**src/rtl/lss_pkg.sv**
```systemverilog
package lss_pkg;

   typedef enum logic [3:0] {
      ST_IDLE,
      ST_CAP1_RD,
      ST_CAP1_WR,
      ST_UP1_CHK,
      ST_UP1_GAP,
      ST_CAP2_RD,
      ST_CAP2_WR,
      ST_SPD_RD,
      ST_SPD_WR,
      ST_SCH_RD,
      ST_SCH_GAP,
      ST_UP2_CHK,
      ST_UP2_GAP,
      ST_STAT_RD
   } seq_state_t;

   localparam int unsigned GEN1_CODE = 1;
   localparam int unsigned GEN2_CODE = 2;

   function automatic logic is_bus_state(seq_state_t s);
      return (s == ST_CAP1_RD) || (s == ST_CAP1_WR) || (s == ST_CAP2_RD) ||
             (s == ST_CAP2_WR) || (s == ST_SPD_RD)  || (s == ST_SPD_WR)  ||
             (s == ST_SCH_RD)  || (s == ST_STAT_RD);
   endfunction

endpackage

```
**src/rtl/lss_bus_port.sv**
```systemverilog
module lss_bus_port #(
   parameter int unsigned ADDR_W = 12,
   parameter int unsigned DATA_W = 32
) (
   input  logic              clk,
   input  logic              rst_n,
   input  logic              go_i,
   input  logic              we_i,
   input  logic [ADDR_W-1:0] addr_i,
   input  logic [DATA_W-1:0] wdata_i,
   output logic              done_o,
   output logic [DATA_W-1:0] rdata_o,
   output logic              busy_o,
   output logic              req_o,
   output logic              we_o,
   output logic [ADDR_W-1:0] addr_o,
   output logic [DATA_W-1:0] wdata_o,
   input  logic              ack_i,
   input  logic [DATA_W-1:0] rdata_i
);

   logic              busy_q;
   logic              we_q;
   logic [ADDR_W-1:0] addr_q;
   logic [DATA_W-1:0] wdata_q;
   logic [DATA_W-1:0] rdata_q;
   logic              done_q;

   always_ff @(posedge clk or negedge rst_n) begin
      if (!rst_n) begin
         busy_q  <= 1'b0;
         we_q    <= 1'b0;
         addr_q  <= '0;
         wdata_q <= '0;
         rdata_q <= '0;
         done_q  <= 1'b0;
      end else begin
         done_q <= 1'b0;
         if (!busy_q && go_i) begin
            busy_q  <= 1'b1;
            we_q    <= we_i;
            addr_q  <= addr_i;
            wdata_q <= wdata_i;
         end else if (busy_q && ack_i) begin
            busy_q <= 1'b0;
            done_q <= 1'b1;
            if (!we_q) rdata_q <= rdata_i;
         end
      end
   end

   assign busy_o  = busy_q;
   assign req_o   = busy_q;
   assign we_o    = we_q;
   assign addr_o  = addr_q;
   assign wdata_o = wdata_q;
   assign done_o  = done_q;
   assign rdata_o = rdata_q;

   AST_ONE_OP: assert property (@(posedge clk) disable iff (!rst_n)
      go_i |-> !busy_q);
   AST_REQ_HOLD: assert property (@(posedge clk) disable iff (!rst_n)
      req_o && !ack_i |=> req_o && $stable(addr_o) && $stable(we_o) && $stable(wdata_o));

endmodule

```
**src/rtl/lss_poll.sv**
```systemverilog
module lss_poll #(
   parameter int unsigned POLL_MAX = 200,
   parameter int unsigned GAP_CYC  = 5000
) (
   input  logic clk,
   input  logic rst_n,
   input  logic clr_i,
   input  logic gap_go_i,
   output logic gap_done_o,
   output logic last_o
);

   localparam int unsigned CNT_W = (POLL_MAX > 1) ? $clog2(POLL_MAX) : 1;

   logic [CNT_W-1:0] cnt_q;

   if (POLL_MAX < 1) begin : g_bad_poll
      $error("POLL_MAX must be at least 1");
   end

   always_ff @(posedge clk or negedge rst_n) begin
      if (!rst_n)                 cnt_q <= '0;
      else if (clr_i)             cnt_q <= '0;
      else if (gap_go_i && !last_o) cnt_q <= cnt_q + 1'b1;
   end

   assign last_o = (cnt_q == CNT_W'(POLL_MAX - 1));

   if (GAP_CYC <= 1) begin : g_short
      logic d_q;
      always_ff @(posedge clk or negedge rst_n) begin
         if (!rst_n) d_q <= 1'b0;
         else        d_q <= gap_go_i && !clr_i;
      end
      assign gap_done_o = d_q;
   end else begin : g_timer
      localparam int unsigned TW = $clog2(GAP_CYC);
      logic [TW-1:0] tmr_q;
      logic          run_q;
      always_ff @(posedge clk or negedge rst_n) begin
         if (!rst_n) begin
            run_q <= 1'b0;
            tmr_q <= '0;
         end else if (clr_i) begin
            run_q <= 1'b0;
            tmr_q <= '0;
         end else if (gap_go_i) begin
            run_q <= 1'b1;
            tmr_q <= TW'(GAP_CYC - 1);
         end else if (run_q) begin
            if (tmr_q == '0) run_q <= 1'b0;
            else             tmr_q <= tmr_q - 1'b1;
         end
      end
      assign gap_done_o = run_q && (tmr_q == '0);

      AST_GAP_QUIET: assert property (@(posedge clk) disable iff (!rst_n)
         run_q |-> !gap_go_i);
   end

   AST_CNT_BOUND: assert property (@(posedge clk) disable iff (!rst_n)
      cnt_q <= CNT_W'(POLL_MAX - 1));

endmodule

```
**src/rtl/link_speed_seq.sv**
```systemverilog
module link_speed_seq
   import lss_pkg::*;
#(
   parameter int unsigned ADDR_W   = 12,
   parameter int unsigned DATA_W   = 32,
   parameter int unsigned POLL_MAX = 200,
   parameter int unsigned GAP_CYC  = 5000,
   parameter int unsigned CAP_W    = 4,
   parameter int unsigned CAP_LSB  = 0,
   parameter int unsigned SPD_BIT  = 17,
   parameter int unsigned GEN_W    = 4,
   parameter int unsigned GEN_LSB  = 16,
   parameter logic [ADDR_W-1:0] CAP_ADDR  = 'h07C,
   parameter logic [ADDR_W-1:0] SPD_ADDR  = 'h80C,
   parameter logic [ADDR_W-1:0] STAT_ADDR = 'h080
) (
   input  logic              clk,
   input  logic              rst_n,
   input  logic              start_i,
   input  logic              link_up_i,
   output logic              ltssm_en_o,
   output logic              reg_req_o,
   output logic              reg_we_o,
   output logic [ADDR_W-1:0] reg_addr_o,
   output logic [DATA_W-1:0] reg_wdata_o,
   input  logic [DATA_W-1:0] reg_rdata_i,
   input  logic              reg_ack_i,
   output logic              busy_o,
   output logic              done_ok_o,
   output logic              done_fail_o,
   output logic [GEN_W-1:0]  gen_o
);

   localparam logic [DATA_W-1:0] FIELD_ONES = {{(DATA_W-CAP_W){1'b0}}, {CAP_W{1'b1}}};
   localparam logic [DATA_W-1:0] CAP_MASK   = FIELD_ONES << CAP_LSB;
   localparam logic [DATA_W-1:0] CAP_G1     = DATA_W'(GEN1_CODE) << CAP_LSB;
   localparam logic [DATA_W-1:0] CAP_G2     = DATA_W'(GEN2_CODE) << CAP_LSB;
   localparam logic [DATA_W-1:0] SPD_MASK   = DATA_W'(1) << SPD_BIT;

   if (CAP_LSB + CAP_W > DATA_W) begin : g_bad_cap
      $error("speed-cap field exceeds the data word");
   end
   if (SPD_BIT >= DATA_W) begin : g_bad_spd
      $error("speed-change bit exceeds the data word");
   end
   if (GEN_LSB + GEN_W > DATA_W) begin : g_bad_gen
      $error("generation field exceeds the data word");
   end
   if (CAP_W < 2) begin : g_bad_capw
      $error("speed-cap field too narrow for generation two");
   end

   seq_state_t        state_q;
   logic              sent_q;
   logic              ltssm_q;
   logic              ok_q;
   logic              fail_q;
   logic [GEN_W-1:0]  gen_q;

   logic              cmd_go;
   logic              cmd_we;
   logic [ADDR_W-1:0] cmd_addr;
   logic [DATA_W-1:0] cmd_wdata;
   logic              bus_done;
   logic [DATA_W-1:0] bus_rdata;
   logic              bus_busy;

   logic              poll_clr;
   logic              gap_go;
   logic              gap_done;
   logic              poll_last;
   logic              spd_busy;

   assign spd_busy = bus_rdata[SPD_BIT];

   lss_bus_port #(
      .ADDR_W (ADDR_W),
      .DATA_W (DATA_W)
   ) u_bus (
      .clk     (clk),
      .rst_n   (rst_n),
      .go_i    (cmd_go),
      .we_i    (cmd_we),
      .addr_i  (cmd_addr),
      .wdata_i (cmd_wdata),
      .done_o  (bus_done),
      .rdata_o (bus_rdata),
      .busy_o  (bus_busy),
      .req_o   (reg_req_o),
      .we_o    (reg_we_o),
      .addr_o  (reg_addr_o),
      .wdata_o (reg_wdata_o),
      .ack_i   (reg_ack_i),
      .rdata_i (reg_rdata_i)
   );

   lss_poll #(
      .POLL_MAX (POLL_MAX),
      .GAP_CYC  (GAP_CYC)
   ) u_poll (
      .clk        (clk),
      .rst_n      (rst_n),
      .clr_i      (poll_clr),
      .gap_go_i   (gap_go),
      .gap_done_o (gap_done),
      .last_o     (poll_last)
   );

   // Command for the register port, issued once per bus state.
   always_comb begin
      cmd_go    = 1'b0;
      cmd_we    = 1'b0;
      cmd_addr  = CAP_ADDR;
      cmd_wdata = '0;
      if (is_bus_state(state_q) && !sent_q && !bus_busy) cmd_go = 1'b1;
      case (state_q)
         ST_CAP1_WR: begin
            cmd_we    = 1'b1;
            cmd_wdata = (bus_rdata & ~CAP_MASK) | CAP_G1;
         end
         ST_CAP2_WR: begin
            cmd_we    = 1'b1;
            cmd_wdata = (bus_rdata & ~CAP_MASK) | CAP_G2;
         end
         ST_SPD_RD,
         ST_SCH_RD:  cmd_addr = SPD_ADDR;
         ST_SPD_WR: begin
            cmd_addr  = SPD_ADDR;
            cmd_we    = 1'b1;
            cmd_wdata = bus_rdata | SPD_MASK;
         end
         ST_STAT_RD: cmd_addr = STAT_ADDR;
         default: ;
      endcase
   end

   // Poll counter control.
   always_comb begin
      poll_clr = (state_q == ST_IDLE) ||
                 ((state_q == ST_CAP1_WR) && bus_done) ||
                 ((state_q == ST_SPD_WR)  && bus_done) ||
                 ((state_q == ST_SCH_RD)  && bus_done && !spd_busy);
      gap_go   = (((state_q == ST_UP1_CHK) || (state_q == ST_UP2_CHK)) &&
                  !link_up_i && !poll_last) ||
                 ((state_q == ST_SCH_RD) && bus_done && spd_busy && !poll_last);
   end

   always_ff @(posedge clk or negedge rst_n) begin
      if (!rst_n) begin
         state_q <= ST_IDLE;
         sent_q  <= 1'b0;
         ltssm_q <= 1'b0;
         ok_q    <= 1'b0;
         fail_q  <= 1'b0;
         gen_q   <= '0;
      end else begin
         if (cmd_go)        sent_q <= 1'b1;
         else if (bus_done) sent_q <= 1'b0;
         case (state_q)
            ST_IDLE: if (start_i) begin
               state_q <= ST_CAP1_RD;
               ok_q    <= 1'b0;
               fail_q  <= 1'b0;
               gen_q   <= '0;
               ltssm_q <= 1'b0;
            end
            ST_CAP1_RD: if (bus_done) state_q <= ST_CAP1_WR;
            ST_CAP1_WR: if (bus_done) begin
               ltssm_q <= 1'b1;
               state_q <= ST_UP1_CHK;
            end
            ST_UP1_CHK: begin
               if (link_up_i)      state_q <= ST_CAP2_RD;
               else if (poll_last) begin
                  fail_q  <= 1'b1;
                  state_q <= ST_IDLE;
               end else            state_q <= ST_UP1_GAP;
            end
            ST_UP1_GAP: if (gap_done) state_q <= ST_UP1_CHK;
            ST_CAP2_RD: if (bus_done) state_q <= ST_CAP2_WR;
            ST_CAP2_WR: if (bus_done) state_q <= ST_SPD_RD;
            ST_SPD_RD:  if (bus_done) state_q <= ST_SPD_WR;
            ST_SPD_WR:  if (bus_done) state_q <= ST_SCH_RD;
            ST_SCH_RD: if (bus_done) begin
               if (!spd_busy)      state_q <= ST_UP2_CHK;
               else if (poll_last) begin
                  fail_q  <= 1'b1;
                  state_q <= ST_IDLE;
               end else            state_q <= ST_SCH_GAP;
            end
            ST_SCH_GAP: if (gap_done) state_q <= ST_SCH_RD;
            ST_UP2_CHK: begin
               if (link_up_i)      state_q <= ST_STAT_RD;
               else if (poll_last) begin
                  fail_q  <= 1'b1;
                  state_q <= ST_IDLE;
               end else            state_q <= ST_UP2_GAP;
            end
            ST_UP2_GAP: if (gap_done) state_q <= ST_UP2_CHK;
            ST_STAT_RD: if (bus_done) begin
               gen_q   <= bus_rdata[GEN_LSB +: GEN_W];
               ok_q    <= 1'b1;
               state_q <= ST_IDLE;
            end
            default: state_q <= ST_IDLE;
         endcase
      end
   end

   assign ltssm_en_o  = ltssm_q;
   assign busy_o      = (state_q != ST_IDLE);
   assign done_ok_o   = ok_q;
   assign done_fail_o = fail_q;
   assign gen_o       = gen_q;

   AST_CAP_FIELD: assert property (@(posedge clk) disable iff (!rst_n)
      reg_req_o && reg_we_o && (reg_addr_o == CAP_ADDR) |->
      ((reg_wdata_o & CAP_MASK) == CAP_G1) || ((reg_wdata_o & CAP_MASK) == CAP_G2));
   AST_TRAIN_AFTER_CAP: assert property (@(posedge clk) disable iff (!rst_n)
      $rose(ltssm_en_o) |-> $past(reg_ack_i, 2) && $past(reg_we_o, 2) &&
      ($past(reg_addr_o, 2) == CAP_ADDR));
   AST_TRAIN_HELD: assert property (@(posedge clk) disable iff (!rst_n)
      ltssm_en_o && !(start_i && !busy_o) |=> ltssm_en_o);
   AST_SPD_SET: assert property (@(posedge clk) disable iff (!rst_n)
      reg_req_o && reg_we_o && (reg_addr_o == SPD_ADDR) |-> reg_wdata_o[SPD_BIT]);
   AST_GEN_QUIET: assert property (@(posedge clk) disable iff (!rst_n)
      !done_ok_o |-> (gen_o == '0));
   AST_VERDICT_EXCL: assert property (@(posedge clk) disable iff (!rst_n)
      !(done_ok_o && done_fail_o));
   AST_OK_STICKY: assert property (@(posedge clk) disable iff (!rst_n)
      done_ok_o && !start_i |=> done_ok_o);
   AST_FAIL_STICKY: assert property (@(posedge clk) disable iff (!rst_n)
      done_fail_o && !start_i |=> done_fail_o);
   AST_IDLE_VERDICT: assert property (@(posedge clk) disable iff (!rst_n)
      busy_o |-> !done_ok_o && !done_fail_o);

endmodule

```
**config.mk**
```make
export PLATFORM = sky130hd
export DESIGN_NAME = link_speed_seq
export DESIGN_NICKNAME = d
export VERILOG_FILES = /design/src/rtl/lss_pkg.sv /design/src/rtl/lss_bus_port.sv /design/src/rtl/lss_poll.sv /design/src/rtl/link_speed_seq.sv
export SDC_FILE = /design/constraint.sdc
export NUM_CORES = 1
export LEC_CHECK = 0
export BUFFER_PORTS_ARGS = -buffer_cell sky130_fd_sc_hd__buf_2
export CORE_ASPECT_RATIO = 1.25
export CORE_MARGIN = 1.5
export CORE_UTILIZATION = 42
export DETAILED_ROUTE_END_ITERATION = 16
export PLACE_DENSITY_LB_ADDON = 0.15
export SYNTH_ARGS = -nofsm -noshare
export SYNTH_HDL_FRONTEND = slang
export SYNTH_SLANG_ARGS = --single-unit
```
**constraint.sdc**
```tcl
create_clock -name clk -period 2.87 [get_ports clk]
set_clock_uncertainty 0.15 [all_clocks]
set_input_delay 0.4305 -clock clk [delete_from_list [all_inputs] [get_ports clk]]
set_output_delay 0.4305 -clock clk [all_outputs]
set_load 0.01 [all_outputs]
```
==> flow_results.xml, run 1 <==
<?xml version="1.0" encoding="UTF-8"?>
<metrics>
  <group name="timing">
    <metric name="hold_violations" unit="">0</metric>
    <metric name="final-max-slew-violation-count" unit="">0</metric>
    <metric name="totalNegativeSetupSlack" unit="ns">0</metric>
    <metric name="setup_slack" unit="ns">0.5976</metric>
    <metric name="layout_worst_path_cycle_share" unit="%">79.18</metric>
    <metric name="finalSetupViolations" unit="">0</metric>
    <metric name="timing.hold.ws" unit="ns">0.1286</metric>
    <metric name="grt_setup_unrepaired" unit="">false</metric>
    <metric name="worst_slew_margin_relative_to_its_limit" unit="%">54.65</metric>
    <metric name="fin_crit" unit="ns">2.272</metric>
    <metric name="max_freq" unit="MHz">440.1</metric>
    <metric name="tightestPinTransition" unit="ns">0.6787</metric>
  </group>
  <group name="yosys">
    <metric name="ys_seq_elements" unit="">105</metric>
    <metric name="ys.flop_type" unit="">sky130_fd_sc_hd__dfrtp_1</metric>
    <metric name="post_synth_inst_count" unit="">392</metric>
    <metric name="ranking_of_synthesized_cells_by_instance_count" unit="">sky130_fd_sc_hd__dfrtp_1, sky130_fd_sc_hd__mux2_2, sky130_fd_sc_hd__a22o_1</metric>
    <metric name="synth.avg_cell_area" unit="um2">12.03</metric>
    <metric name="netlist-cell-type-count" unit="">63</metric>
    <metric name="synth_top_area_share" unit="%">55.70</metric>
    <metric name="synth-seq-area-share" unit="%">55.70</metric>
    <metric name="synth_warnings" unit="">0</metric>
    <metric name="synthMostInstantiatedCell" unit="">sky130_fd_sc_hd__dfrtp_1</metric>
    <metric name="netlist_area" unit="mm2">0.004717</metric>
    <metric name="yosys.area.top_type" unit="">sky130_fd_sc_hd__dfrtp_1</metric>
    <metric name="ys_top_cells_by_area" unit="">sky130_fd_sc_hd__dfrtp_1, sky130_fd_sc_hd__mux2_2, sky130_fd_sc_hd__a22o_1, sky130_fd_sc_hd__nand2_1, sky130_fd_sc_hd__nor2_1</metric>
    <metric name="synth_async_sr_flop_share" unit="%">100.0</metric>
    <metric name="synth_enable_flop_cells" unit="">0</metric>
  </group>
  <group name="route">
    <metric name="drtIter0Drc" unit="">102</metric>
    <metric name="wl_per_cell" unit="um">15.79</metric>
    <metric name="detail-route-antenna-nets" unit="">0</metric>
    <metric name="detailedRoute.firstPassIterationCount" unit="">4</metric>
    <metric name="total_routed_length" unit="um">9710</metric>
    <metric name="route.detailed.vias_per_inst" unit="">5.270</metric>
    <metric name="vias" unit="">3241</metric>
    <metric name="drt_drc_violations_left" unit="">0</metric>
  </group>
  <group name="clocking">
    <metric name="clock_pin_slew_reported_for_the_worst_setup_and_hold_paths_after_clock_tree_synthesis" unit="ns">0.07</metric>
    <metric name="clock_tree.htree_level_count" unit="">3</metric>
    <metric name="post_cts.resized_instances" unit="">0</metric>
    <metric name="cts_buffer_depth" unit="">2</metric>
    <metric name="postCtsSetupRepairBufs" unit="">0</metric>
    <metric name="tritoncts.num_buffers" unit="">9</metric>
    <metric name="clk_latency" unit="ns">0.34</metric>
    <metric name="tritoncts" unit="">built</metric>
    <metric name="cts.sink_count" unit="">105</metric>
    <metric name="ctsRootBufferMaster" unit="">sky130_fd_sc_hd__clkbuf_16</metric>
  </group>
  <group name="critical_path">
    <metric name="required" unit="ns">2.29</metric>
    <metric name="worst-endpoint-arrival" unit="ns">1.69</metric>
    <metric name="worst-setup-path-type" unit="">flip-flop to output port</metric>
    <metric name="critical_path.endpoint_type" unit="">output port</metric>
    <metric name="critPathLaunchType" unit="">flip-flop</metric>
    <metric name="critical_path.max_fanout" unit="">9</metric>
  </group>
  <group name="cells_and_area">
    <metric name="antenna-diode-count" unit="">0</metric>
    <metric name="fillCellCount" unit="">949</metric>
    <metric name="design.final.nets" unit="">515</metric>
    <metric name="syn_to_final_growth" unit="%">17.56</metric>
    <metric name="post-route-cell-area" unit="mm2">0.005545</metric>
    <metric name="multiInputGateArea" unit="mm2">0.001883</metric>
    <metric name="post_route_cells_drive_above_1_share" unit="%">33.54</metric>
    <metric name="final_instance_count_without_filler_cells" unit="">615</metric>
    <metric name="final_util" unit="%">50.28</metric>
    <metric name="sequential_cell_area" unit="mm2">0.002628</metric>
  </group>
  <group name="placement">
    <metric name="place_area" unit="mm2">0.005225</metric>
    <metric name="dp_hpwl" unit="um">6758</metric>
    <metric name="placement.setup.worst_slack" unit="ns">0.5625</metric>
    <metric name="buffers_added_on_ports" unit="">85</metric>
    <metric name="numPlacedInstances" unit="">598</metric>
    <metric name="gp_congestion" unit="">0.7757</metric>
  </group>
  <group name="floorplanning">
    <metric name="die_area" unit="mm2">0.01188</metric>
    <metric name="fp.dieH" unit="um">121.5</metric>
    <metric name="core.rowCount" unit="">43</metric>
    <metric name="start_util" unit="%">42.77</metric>
    <metric name="fp.coreArea" unit="mm2">0.01103</metric>
    <metric name="ios" unit="">91</metric>
    <metric name="die_w" unit="um">97.79</metric>
  </group>
  <group name="power_and_ir_drop">
    <metric name="power.density_cell_area" unit="mW/mm2">1099</metric>
    <metric name="post-layout-total-power" unit="mW">6.097</metric>
    <metric name="total_leakage_power" unit="nW">2.653</metric>
    <metric name="worst_case_vdd_ir_drop" unit="mV">0.4913</metric>
  </group>
  <group name="flow_run">
    <metric name="number_of_max_capacitance_violations_reported" unit="">0</metric>
  </group>
  <group name="run_status">
    <metric name="run_status" unit="">complete, no violations</metric>
  </group>
  <group name="global_routing">
    <metric name="track_usage" unit="%">17.18</metric>
    <metric name="grt_max_degree" unit="">53</metric>
    <metric name="grt_overflow_total" unit="">0</metric>
    <metric name="antenna_found_initial" unit="">0</metric>
    <metric name="grt_pass1_vias" unit="">3285</metric>
    <metric name="first_pass_grt_wire_length" unit="um">16300</metric>
  </group>
  <group name="worst_hold_path">
    <metric name="holdCritPathClass" unit="">input port to flip-flop</metric>
  </group>
</metrics>
## layer usage
metal  vias to the layer above  track usage (%)  wire length [um]
li1                       1555                -                 -
met1                      1616            22.86              4453
met2                        63            27.26              4665
met3                         7            4.724               480
met4                         0            5.625               110
met5                         -                0                 0
## cell families after synthesis
kind of cell	count (synthesis)	share of synthesized area, %
compound gates	85	14.01
simple gates	112	13.74
mux	36	8.541
buf+inv	37	4.695
xor+xnor	12	2.228
fa+ha+maj	4	1.008
other cells	1	0.07950
flops	105	55.70
## final timing paths
path                            slack, ns  depth (start not counted)        from          endpoint
worst max-delay path                 0.60                          4  state_q[3]            busy_o
worst min-delay path                 0.13                          2   reg_ack_i      u_bus.busy_o
worst max register to register       0.60                          5  state_q[2]  u_bus.wdata_o[6]
max in group asynchronous            1.32                          3       rst_n         done_ok_o
worst min register to register       0.33                          1   done_ok_o         done_ok_o
min in group asynchronous            0.51                          2       rst_n  u_bus.addr_o[11]
## worst max-delay path, cell delays in order, from the launching register on
cell                      delay [ns]
sky130_fd_sc_hd__dfrtp_1        0.50
sky130_fd_sc_hd__buf_4          0.22
sky130_fd_sc_hd__nor4_2         0.34
sky130_fd_sc_hd__inv_1          0.13
sky130_fd_sc_hd__buf_2          0.16
## cell type report
cell class	count	area share, %
clock buffer	11	4.377
clock inverter	5	1.218
inverter	10	0.6769
multi-input combinational	254	33.96
sequential	105	47.38
tap	135	3.046
timing repair buffer	95	9.341
## where the power goes
part | internal [mW] | switching [mW]
logic | 1.09 | 1.17
registers | 2.08 | 0.488
clock network | 0.715 | 0.556
total | 3.89 | 2.21
## flip-flops by register name (all words and copies together) (netlist names), 4 cells and up
signal,count
u_bus.rdata_o,32
u_bus.wdata_o,32
u_poll.g_timer.tmr_q,13
u_poll.cnt_q,8
gen_o,4
state_q,4
u_bus.addr_o,4
## what timing repair did
action / 4_1_cts / 5_1_grt
endpoints found under the hold margin: 7 / 0
hold buffers: 1 / 0
setup endpoints to repair: 0 / 0
## cell usage in the layout (no fill, tap or decap), types with 6 or more instances in the layout
master,n
sky130_fd_sc_hd__dfrtp_1,105
sky130_fd_sc_hd__buf_2,84
sky130_fd_sc_hd__mux2_2,34
sky130_fd_sc_hd__a22o_1,33
sky130_fd_sc_hd__nand2_1,24
sky130_fd_sc_hd__nor2_1,24
sky130_fd_sc_hd__a21oi_1,14
sky130_fd_sc_hd__o21ai_0,13
sky130_fd_sc_hd__nor3_1,12
sky130_fd_sc_hd__inv_1,10
sky130_fd_sc_hd__clkbuf_16,9
sky130_fd_sc_hd__buf_4,9
sky130_fd_sc_hd__xnor2_1,7
sky130_fd_sc_hd__nand3_1,6
sky130_fd_sc_hd__nand2b_1,6
Power figures use the tool's default switching activity.
==> run 2, diff against run 1 <==
clock period = 1.99 ns   (was 2.87 ns; I/O delays follow)
==> run 2 against run 1 <==
Critical path type is now flip-flop to flip-flop. First-iteration DRC count increased by 34%. Highest routed layer unchanged. Non-clock buffer count grew 40. Register-to-register slack got worse by 0.66 ns. Sequential share of layout area decreased by 3.3 points. Final area increased by 7.6%. Clock-buffer cell count decreased by 1. Global-route usage grew 1.4 points. Combinational power increased by 83%. The flow now finishes with violations (negative setup slack). Setup slack lost 0.66 ns. Die area unchanged. Sequential power is 40% higher.
==> flow_results.xml, run 2 (synthesis gave the netlist of run 1 again) <==
<?xml version="1.0" encoding="UTF-8"?>
<metrics>
  <group name="route">
    <metric name="total_routed_length" unit="um">10460</metric>
    <metric name="wl_per_cell" unit="um">15.94</metric>
    <metric name="detail-route-antenna-nets" unit="">0</metric>
    <metric name="detailedRoute.firstPassIterationCount" unit="">4</metric>
    <metric name="route.detailed.vias_per_inst" unit="">5.294</metric>
    <metric name="vias" unit="">3473</metric>
    <metric name="drt_drc_violations_left" unit="">0</metric>
    <metric name="drtIter0Drc" unit="">137</metric>
  </group>
  <group name="placement">
    <metric name="dp_hpwl" unit="um">7085</metric>
    <metric name="numPlacedInstances" unit="">632</metric>
    <metric name="buffers_added_on_ports" unit="">85</metric>
    <metric name="gp_congestion" unit="">0.8293</metric>
    <metric name="placement.setup.worst_slack" unit="ns">-0.06904</metric>
  </group>
  <group name="timing">
    <metric name="hold_violations" unit="">0</metric>
    <metric name="timing.hold.ws" unit="ns">0.02474</metric>
    <metric name="grt_setup_unrepaired" unit="">true</metric>
    <metric name="setup_slack" unit="ns">-0.05785</metric>
    <metric name="tightestPinTransition" unit="ns">0.5855</metric>
    <metric name="worst_slew_margin_relative_to_its_limit" unit="%">60.97</metric>
    <metric name="totalNegativeSetupSlack" unit="ns">-0.1193</metric>
    <metric name="finalSetupViolations" unit="">3</metric>
    <metric name="fin_crit" unit="ns">2.048</metric>
    <metric name="final-max-slew-violation-count" unit="">0</metric>
    <metric name="max_freq" unit="MHz">488.3</metric>
    <metric name="layout_worst_path_cycle_share" unit="%">102.9</metric>
  </group>
  <group name="critical_path">
    <metric name="crit_slowest_cell" unit="">sky130_fd_sc_hd__or4b_4</metric>
    <metric name="timing.critical_path.slowest_cell_delay" unit="ns">0.50</metric>
    <metric name="critical_path.max_fanout" unit="">3</metric>
    <metric name="worst-endpoint-arrival" unit="ns">2.17</metric>
    <metric name="worst-setup-path-type" unit="">flip-flop to flip-flop</metric>
    <metric name="required" unit="ns">2.11</metric>
    <metric name="critPathLaunchType" unit="">flip-flop</metric>
    <metric name="path_cells" unit="">inv_2, ha_4, or4b_4, o31ai_4, mux2_4, a21oi_2</metric>
    <metric name="critical_path.endpoint_type" unit="">flip-flop</metric>
  </group>
  <group name="global_routing">
    <metric name="antenna_found_initial" unit="">0</metric>
    <metric name="track_usage" unit="%">18.59</metric>
    <metric name="grt_pass1_vias" unit="">3582</metric>
    <metric name="grt_overflow_total" unit="">0</metric>
    <metric name="grt_max_degree" unit="">106</metric>
    <metric name="first_pass_grt_wire_length" unit="um">17590</metric>
  </group>
  <group name="cells_and_area">
    <metric name="final_instance_count_without_filler_cells" unit="">656</metric>
    <metric name="syn_to_final_growth" unit="%">26.47</metric>
    <metric name="sequential_cell_area" unit="mm2">0.002630</metric>
    <metric name="final_common_cell" unit="">sky130_fd_sc_hd__dfrtp_1</metric>
    <metric name="post_route_cells_drive_above_1_share" unit="%">42.61</metric>
    <metric name="multiInputGateArea" unit="mm2">0.001972</metric>
    <metric name="design.final.nets" unit="">556</metric>
    <metric name="final_util" unit="%">54.09</metric>
    <metric name="antenna-diode-count" unit="">0</metric>
    <metric name="fillCellCount" unit="">966</metric>
    <metric name="layout.cells.most_common_list" unit="">sky130_fd_sc_hd__dfrtp_1, sky130_fd_sc_hd__buf_2, sky130_fd_sc_hd__buf_4</metric>
  </group>
  <group name="floorplanning">
    <metric name="core.rowCount" unit="">43</metric>
    <metric name="start_util" unit="%">42.77</metric>
    <metric name="die_w" unit="um">97.79</metric>
    <metric name="ios" unit="">91</metric>
    <metric name="fp.coreArea" unit="mm2">0.01103</metric>
    <metric name="fp.dieH" unit="um">121.5</metric>
    <metric name="die_area" unit="mm2">0.01188</metric>
  </group>
  <group name="clocking">
    <metric name="tritoncts" unit="">built</metric>
    <metric name="clock_tree.htree_level_count" unit="">3</metric>
    <metric name="cts_buffer_depth" unit="">2</metric>
    <metric name="cts.sink_count" unit="">105</metric>
    <metric name="clock_pin_slew_reported_for_the_worst_setup_and_hold_paths_after_clock_tree_synthesis" unit="ns">0.08</metric>
    <metric name="tritoncts.num_buffers" unit="">9</metric>
    <metric name="clk_latency" unit="ns">0.35</metric>
    <metric name="ctsRootBufferMaster" unit="">sky130_fd_sc_hd__clkbuf_16</metric>
  </group>
  <group name="power_and_ir_drop">
    <metric name="worst_case_vdd_ir_drop" unit="mV">0.6477</metric>
    <metric name="total_leakage_power" unit="nW">2.872</metric>
    <metric name="power.density_cell_area" unit="mW/mm2">1588</metric>
  </group>
  <group name="run_status">
    <metric name="violations" unit="">negative setup slack</metric>
    <metric name="run_status" unit="">finished, violations left</metric>
  </group>
  <group name="flow_run">
    <metric name="number_of_max_capacitance_violations_reported" unit="">0</metric>
  </group>
  <group name="worst_hold_path">
    <metric name="holdCritPathClass" unit="">input port to flip-flop</metric>
  </group>
</metrics>
-- run 2: changes by cell type in the layout (fill, tap and decap cells not counted), sizes merged --
cell         delta
buf            +39
clkinv          +2
bufinv          -1
clkbuf          -1
clkinvlp        +1
dlygate4sd3     +1
inv             -1
nor2            +1
-- run 2: stage by stage --
step	cell area, um2	power, mW
after floorplan	4748	6.115
after global placement	5522	7.402
after detailed placement	5522	7.514
after CTS	5891	9.439
after global routing	5966	10.14
final	5966	9.472
-- run 2: worst max-delay path, delay by kind of cell, from the launching register on --
kind                     cells  cell delay [ns]
AND/OR/NAND/NOR              1             0.50
buffers and inverters        1             0.09
adder cells (fa/ha/maj)      1             0.12
AO/OA/AOI/OAI                2             0.38
multiplexers                 1             0.33
flip-flops                   1             0.40
-- run 2: final timing paths --
kind	slack, ns	endpoint	start	depth (start not counted)
max in group asynchronous	0.80	state_q[0]	rst_n	3
worst max register to register	-0.06	u_poll.g_timer.tmr_q[1]	u_poll.g_timer.tmr_q[1]	6
worst max-delay path	-0.06	u_poll.g_timer.tmr_q[1]	u_poll.g_timer.tmr_q[1]	6
worst min-delay path	0.02	u_bus.rdata_o[11]	reg_rdata_i[11]	2
worst min register to register	0.34	u_bus.wdata_o[9]	u_bus.rdata_o[9]	1
min in group asynchronous	0.39	u_poll.cnt_q[6]	rst_n	3
-- run 2: layer usage --
metal / GRT usage (%) / routed length (um) / vias to the layer above
met5: 0 / 0 / -
met1: 24.19 / 4735 / 1734
met3: 4.493 / 435 / 10
met4: 6.250 / 136 / 0
li1: - / - / 1653
met2: 30.51 / 5148 / 76
-- run 2: what timing repair did --
action,CTS,global route
buffers inserted,2,3
pin swaps,4,5
setup endpoints to repair,34,55
resized for setup,6,18
endpoints found under the hold margin,106,0
cloned,1,0
hold buffers,2,0
-- run 2: final cells by class --
type                    instances  area share (%)
multi-input cells             255           33.05
flip-flops and latches        105           44.09
well taps                     135           2.831
repair buffers                135           14.37
clock inverters                 6           1.028
inverters                      10          0.6292
clock buffers                  10           4.006
-- run 2: report_power, final --
part | internal, mW | switching [mW] | leakage (nW)
Sequential | 3.00 | 0.586 | 1.33
Clock | 0.912 | 0.842 | 0.144
Combinational | 2.08 | 2.04 | 1.39
